--- config.mk ---
export PLATFORM = sky130hd
export DESIGN_NAME = busacq_ctrl
export DESIGN_NICKNAME = d
export VERILOG_FILES = /design/src/rtl/busacq_pkg.sv /design/src/rtl/busacq_sync.sv /design/src/rtl/busacq_width.sv /design/src/rtl/busacq_tmo.sv /design/src/rtl/busacq_ctrl.sv
export SDC_FILE = /design/constraint.sdc
export NUM_CORES = 1
export LEC_CHECK = 0
export ABC_AREA = 1
export BUFFER_PORTS_ARGS = -buffer_cell sky130_fd_sc_hd__buf_2
export CORE_MARGIN = 2
export CORE_UTILIZATION = 40
export CTS_CLUSTER_SIZE = 30
export DETAILED_ROUTE_END_ITERATION = 6
export PLACE_DENSITY = 0.63
export SYNTH_ARGS = -nofsm -noshare
export SYNTH_HDL_FRONTEND = slang
export SYNTH_HIERARCHICAL = 1
export SYNTH_SLANG_ARGS = --single-unit
--- constraint.sdc ---
create_clock -name clk -period 2.6 [get_ports clk]
set_input_delay 0.26 -clock clk [delete_from_list [all_inputs] [get_ports clk]]
set_output_delay 0.26 -clock clk [all_outputs]
set_load 0.005 [all_outputs]
--- src/rtl/busacq_pkg.sv ---
// Package: shared state, phase and command encodings for the bus acquisition
// controller. Assumes a 3-bit command code; codes above CMD_RENEG are invalid.
package busacq_pkg;

    typedef enum logic [1:0] {
        ST_RST     = 2'd0,
        ST_RST_ACQ = 2'd1,
        ST_RUN     = 2'd2,
        ST_RUN_ACQ = 2'd3
    } acq_state_t;

    typedef enum logic [1:0] {
        PH_IDLE   = 2'd0,
        PH_PULSE  = 2'd1,
        PH_BOUNCE = 2'd2,
        PH_WAIT   = 2'd3
    } acq_phase_t;

    localparam logic [2:0] CMD_RESET   = 3'd0;
    localparam logic [2:0] CMD_REQUEST = 3'd1;
    localparam logic [2:0] CMD_RELEASE = 3'd2;
    localparam logic [2:0] CMD_RESTART = 3'd3;
    localparam logic [2:0] CMD_RENEG   = 3'd4;

endpackage

--- src/rtl/busacq_sync.sv ---
// Module: multi-stage synchronizer for the asynchronous acknowledge input.
// Assumes STAGES >= 1; every stage resets to the idle (high) level.
module busacq_sync #(
    parameter int STAGES = 2
) (
    input  logic clk,
    input  logic rst_n,
    input  logic din,
    output logic dout
);
    logic [STAGES-1:0] chain;

    for (genvar i = 0; i < STAGES; i++) begin : g_stage
        if (i == 0) begin : g_first
            // First flop samples the raw input.
            always_ff @(posedge clk) begin
                if (!rst_n) chain[0] <= 1'b1;
                else        chain[0] <= din;
            end
        end else begin : g_next
            // Later flops shift the sample along.
            always_ff @(posedge clk) begin
                if (!rst_n) chain[i] <= 1'b1;
                else        chain[i] <= chain[i-1];
            end
        end
    end

    assign dout = chain[STAGES-1];
endmodule

--- src/rtl/busacq_width.sv ---
// Module: loadable down-counter that times the reset pulse and the request gap.
// Assumes load values fit in W bits; done is high while the count is zero.
module busacq_width #(
    parameter int W = 4
) (
    input  logic         clk,
    input  logic         rst_n,
    input  logic         load,
    input  logic [W-1:0] load_val,
    output logic         done
);
    logic [W-1:0] cnt;

    // Load on request, otherwise count down to zero and hold.
    always_ff @(posedge clk) begin
        if (!rst_n)          cnt <= '0;
        else if (load)       cnt <= load_val;
        else if (cnt != '0)  cnt <= cnt - 1'b1;
    end

    assign done = (cnt == '0);
endmodule

--- src/rtl/busacq_tmo.sv ---
// Module: acknowledge-wait timeout, made of a tick prescaler and a tick down-counter.
// Assumes TICK_DIV >= 2 and TMO_TICKS >= 1. start restarts both counters;
// counting happens only while run is high.
module busacq_tmo #(
    parameter int TICK_DIV  = 16,
    parameter int TMO_TICKS = 4
) (
    input  logic clk,
    input  logic rst_n,
    input  logic start,
    input  logic run,
    output logic expired
);
    localparam int PRE_W = (TICK_DIV > 2) ? $clog2(TICK_DIV) : 1;
    localparam int TMO_W = $clog2(TMO_TICKS + 1);

    logic [PRE_W-1:0] pre;
    logic [TMO_W-1:0] left;

    // Prescale the clock to ticks and count ticks down while waiting.
    always_ff @(posedge clk) begin
        if (!rst_n) begin
            pre  <= '0;
            left <= '0;
        end else if (start) begin
            pre  <= '0;
            left <= TMO_W'(TMO_TICKS);
        end else if (run) begin
            if (pre == PRE_W'(TICK_DIV - 1)) begin
                pre <= '0;
                if (left != '0) left <= left - 1'b1;
            end else begin
                pre <= pre + 1'b1;
            end
        end
    end

    assign expired = (left == '0);
endmodule

--- src/rtl/busacq_ctrl.sv ---
// Module: top of the bus acquisition controller. A four-state machine (reset x
// ownership) plus a phase register for the timed actions. Assumes cmd_valid is a
// one-cycle strobe; commands are accepted only while no phase is active.
module busacq_ctrl #(
    parameter int TICK_DIV    = 16,
    parameter int TMO_TICKS   = 4,
    parameter int PULSE_CLKS  = 6,
    parameter int BOUNCE_CLKS = 8,
    parameter int SYNC_STAGES = 2
) (
    input  logic       clk,
    input  logic       rst_n,
    input  logic       cmd_valid,
    input  logic [2:0] cmd,
    input  logic       bus_ack_n,
    output logic       cpu_rst_n,
    output logic       bus_req_n,
    output logic       bus_oe,
    output logic [1:0] state_o,
    output logic       busy,
    output logic       tmo_err
);
    import busacq_pkg::*;

    localparam int WMAX = (PULSE_CLKS > BOUNCE_CLKS) ? PULSE_CLKS : BOUNCE_CLKS;
    localparam int WW   = $clog2(WMAX + 1);

    acq_state_t state;
    acq_phase_t phase;
    logic       ack_s;
    logic       accept;
    logic       w_load, w_done;
    logic [WW-1:0] w_val;
    logic       t_start, t_expired;
    logic       err_q;

    busacq_sync #(.STAGES(SYNC_STAGES)) u_sync (
        .clk(clk), .rst_n(rst_n), .din(bus_ack_n), .dout(ack_s)
    );

    busacq_width #(.W(WW)) u_width (
        .clk(clk), .rst_n(rst_n), .load(w_load), .load_val(w_val), .done(w_done)
    );

    busacq_tmo #(.TICK_DIV(TICK_DIV), .TMO_TICKS(TMO_TICKS)) u_tmo (
        .clk(clk), .rst_n(rst_n), .start(t_start), .run(phase == PH_WAIT),
        .expired(t_expired)
    );

    // Accept a valid code only when no timed action is running.
    assign accept = cmd_valid && (phase == PH_IDLE) && (cmd <= CMD_RENEG);

    // Choose the width counter load for a reset pulse or a request gap.
    always_comb begin
        w_load = 1'b0;
        w_val  = '0;
        if (accept && cmd == CMD_RESTART &&
            (state == ST_RUN || state == ST_RUN_ACQ)) begin
            w_load = 1'b1;
            w_val  = WW'(PULSE_CLKS - 1);
        end else if (accept && cmd == CMD_RENEG && state == ST_RUN_ACQ) begin
            w_load = 1'b1;
            w_val  = WW'(BOUNCE_CLKS - 1);
        end
    end

    // Restart the timeout whenever an acknowledge wait begins.
    assign t_start = (accept && cmd == CMD_REQUEST && state == ST_RUN) ||
                     (phase == PH_BOUNCE && w_done);

    // Main state, phase and error register update.
    always_ff @(posedge clk) begin
        if (!rst_n) begin
            state <= ST_RST;
            phase <= PH_IDLE;
            err_q <= 1'b0;
        end else begin
            case (phase)
                PH_IDLE: if (accept) begin
                    err_q <= 1'b0;
                    case (cmd)
                        CMD_RESET:   state <= ST_RST;
                        CMD_REQUEST: begin
                            if (state == ST_RST)      state <= ST_RST_ACQ;
                            else if (state == ST_RUN) phase <= PH_WAIT;
                        end
                        CMD_RELEASE: begin
                            if (state == ST_RST_ACQ)      state <= ST_RST;
                            else if (state == ST_RUN_ACQ) state <= ST_RUN;
                        end
                        CMD_RESTART: begin
                            if (state == ST_RST) state <= ST_RUN;
                            else if (state == ST_RUN || state == ST_RUN_ACQ)
                                phase <= PH_PULSE;
                        end
                        CMD_RENEG: if (state == ST_RUN_ACQ) phase <= PH_BOUNCE;
                        default: ;
                    endcase
                end
                PH_PULSE:  if (w_done) phase <= PH_IDLE;
                PH_BOUNCE: if (w_done) phase <= PH_WAIT;
                PH_WAIT: begin
                    if (!ack_s) begin
                        state <= ST_RUN_ACQ;
                        phase <= PH_IDLE;
                    end else if (t_expired) begin
                        state <= ST_RUN;
                        phase <= PH_IDLE;
                        err_q <= 1'b1;
                    end
                end
                default: phase <= PH_IDLE;
            endcase
        end
    end

    // Pin levels decoded from state and phase.
    assign cpu_rst_n = (state == ST_RUN || state == ST_RUN_ACQ) && (phase != PH_PULSE);
    assign bus_req_n = !((phase == PH_WAIT) ||
                         (state == ST_RUN_ACQ && phase != PH_BOUNCE));
    assign bus_oe    = (state == ST_RST_ACQ) ||
                       (state == ST_RUN_ACQ && (phase == PH_IDLE || phase == PH_PULSE));
    assign state_o   = state;
    assign busy      = (phase != PH_IDLE);
    assign tmo_err   = err_q;
endmodule

==> results_dict.tcl <==
set metrics [dict create \
    status "complete, no violations" \
    die_h_um 59.2 \
    worst_setup_path_start_kind "register" \
    ios 14 \
    finalHoldViolations 0 \
    grt_pass1_vias 1065 \
    postRouteAntennaNets 0 \
    drive_gt1_share_pct 17.6 \
    layout_common_cells "49 x nand2_1, 28 x inv_1, 27 x nor2_1" \
    final_area_mm2 0.00136 \
    overflow 0 \
    endpoint_kind "register" \
    max-cap-violations 0 \
    ys_seq_area_share_pct 29.5 \
    p_per_area_mw_per_mm2 885 \
    hp-class "input pin to register" \
    fin_worst_skew_ps 6.45 \
    cp.arrival_ps 2000 \
    final_nets 228 \
    drt_first_pass_iters 5 \
    switching_share_pct 45.7 \
    vias 1224 \
    viasPerCell 4.92 \
    synth_simple_gate_area_share_pct 42.9 \
    cts_max_level 1 \
    cp_common_cell "inv_1" \
    insertedDiodeCount 0 \
    maxSlewViolCount 0 \
    ys.flop_type "dfxtp_1" \
    netlist_area_mm2 0.00122 \
    gp_congestion 0.929 \
    muxShareOfSynthArea_pct 0 \
    grtUsageTotal_pct 16.0 \
    post_dp_cell_area_mm2 0.00132 \
    timing.final.crit_period_ps 1810 \
    fin_crit_sh_pct 69.5 \
    synth_compound_area_share_pct 11.7 \
    synth_edf_count 0 \
    power.total_mw 1.20 \
    tritoncts "done" \
    comb_power_share_pct 50.4 \
    required_ps 2800 \
    cts_root_buf "clkbuf_4" \
    avgRoutedWirePerCell_um 9.94 \
    netlist_instances 200 \
    std_cell_rows 20 \
    p_sw_uw 548 \
    syn_area_per_cell_um2 6.10 \
    start_util_pct 41.0 \
    synth_fp_nets 211 \
    share_clk_of_total_power_pct 15.0 \
    synth_adder_area_share_pct 4.10 \
    cpPeakStageDelay_ps 340 \
    cts.sinks 18 \
    die_w_um 59.2 \
    synth_top_family_by_area "simple AND/OR/NAND/NOR gates" \
    grt_pass1_wl_um 4340 \
    p_seq_share_pct 34.6 \
    portBuffers 13 \
    peakVddDrop_mv 0.468 \
    synth.distinct_cells 23 \
    internal_power_uw 651 \
    dieArea_mm2 0.00351 \
    drcViolationCount 0 \
    wl_um 2480 \
    cts.clk_slew.worst_paths_ps 110 \
    drt_iter0_drc 46 \
    mostFrequentLayoutCell "nand2_1" \
    rsz0062_at_grt "no" \
    tns_ps 0 \
    syn2layout_area_growth_pct 11.1 \
    holdBufCountCts 0 \
    grt_max_degree 13 \
    post_cts_buffers 0 \
    core_mm2 0.00298 \
    crit_buf_inv 4 \
    fillers 326 \
    slowest_stage "dfxtp_1" \
    cp_top_family "simple AND/OR/NAND/NOR gates" \
    ys_ff_latch 18 \
    path_class "register to register" \
    async_flop_share_pct 0 \
    ctsResizeCount 0 \
    synth_warnings 6 \
    cp_cell_sequence "inv_1, ha_1, nand2_1, nor2_1, inv_1, o31ai_1, inv_2, nand2_1, inv_1, o21ai_1, a21oi_1" \
    cts_made_buffers 3 \
    leakage_nw 0.676 \
    fmax_mhz 553 \
    cts_buffer_depth 2 \
    synth_xor_area_share_pct 0 \
    hpwl_um 1940 \
    grt_antenna_before_repair 0 \
    final-setup-viol-count 0 \
    clk_latency_ps 300 \
    worstPathMaxFanout 5 \
]
cell families after synthesis:
family	Yosys count
AND/OR/NAND/NOR	114
buffers and inverters	36
AO/OA/AOI/OAI	27
flip-flops	18
adder cells (fa/ha/maj)	4
other	1
area by class of cell:
type	instances	area, um^2	area share (%)
Clock buffer	4	36.3	2.68
Tap cell	33	41.3	3.05
Inverter	35	133	9.79
Timing Repair Buffer	13	65.1	4.80
Multi-Input combinational cell	146	719	53.1
Sequential cell	18	360	26.6
registers in the layout, summed over array words and instances, names as in the netlist:
name          count
tmo_err           1
u_sync/dout       1
u_sync/chain      1
state_o           2
u_width/cnt       4
phase             2
u_tmo/pre         4
u_tmo/left        3
worst register-to-register path, delay by kind of cell, from the launching register on:
kind / cells / cell delay, ps
adder cells (fa/ha/maj): 1 / 270
AO/OA/AOI/OAI: 3 / 380
buffers and inverters: 4 / 350
AND/OR/NAND/NOR: 3 / 380
flip-flops: 1 / 340
power by group through the flow:
stage          Combinational, mW  Sequential [mW]  Clock [mW]
2_1_floorplan              0.474            0.408           0
3_3_place_gp               0.604            0.421           0
3_5_place_dp               0.604            0.422           0
4_1_cts                    0.609            0.415       0.186
5_1_grt                    0.701            0.429       0.198
6_report                   0.605            0.414       0.180
cell usage after synthesis (2+ instances only):
| master | instances | share of area (%) |
|---|---|---|
| o21ai_1 | 4 | 1.6 |
| nand2_2 | 4 | 2.1 |
| ha_1 | 4 | 4.1 |
| inv_2 | 6 | 1.8 |
| nand2_1 | 49 | 15 |
| dfxtp_1 | 18 | 30 |
| o21ai_0 | 4 | 1.6 |
| nor2_4 | 2 | 1.8 |
| a21oi_1 | 16 | 6.6 |
| nand3_2 | 4 | 3.3 |
| nand3_1 | 16 | 6.6 |
| nor3_1 | 4 | 1.6 |
| nor2_1 | 27 | 8.3 |
| nand4_1 | 3 | 1.5 |
| inv_1 | 28 | 8.6 |
| nor2_2 | 4 | 2.1 |
path summary, 6_finish.rpt:
path / startpoint / endpoint / slack [ps] / cells past startpoint
max: u_width/cnt[0] / u_tmo/left[1] / 790 / 11
min: bus_ack_n / u_sync/chain[0] / 140 / 3
max reg2reg: u_width/cnt[0] / u_tmo/left[1] / 790 / 11
min reg2reg: u_sync/chain[0] / u_sync/dout / 410 / 2
layer usage:
layer  up-vias  routed length, um  track usage [%]
met5         -                  0                0
met4         0                 21             4.55
met3         2                127             4.15
met2        25               1140             26.1
met1       535               1190             20.7
li1        662                  -                -
metrics by stage:
step	hold slack (ps)	worst slack, ps	utilization [%]	std cells
after global placement	385	807	44.3	245
final	139	793	45.5	249
after floorplan	329	1040	-	200
after global routing	145	619	45.5	249
after detailed placement	389	810	44.3	245
after CTS	135	778	45.5	249
Note: power is estimated with default switching activity, not from simulation.
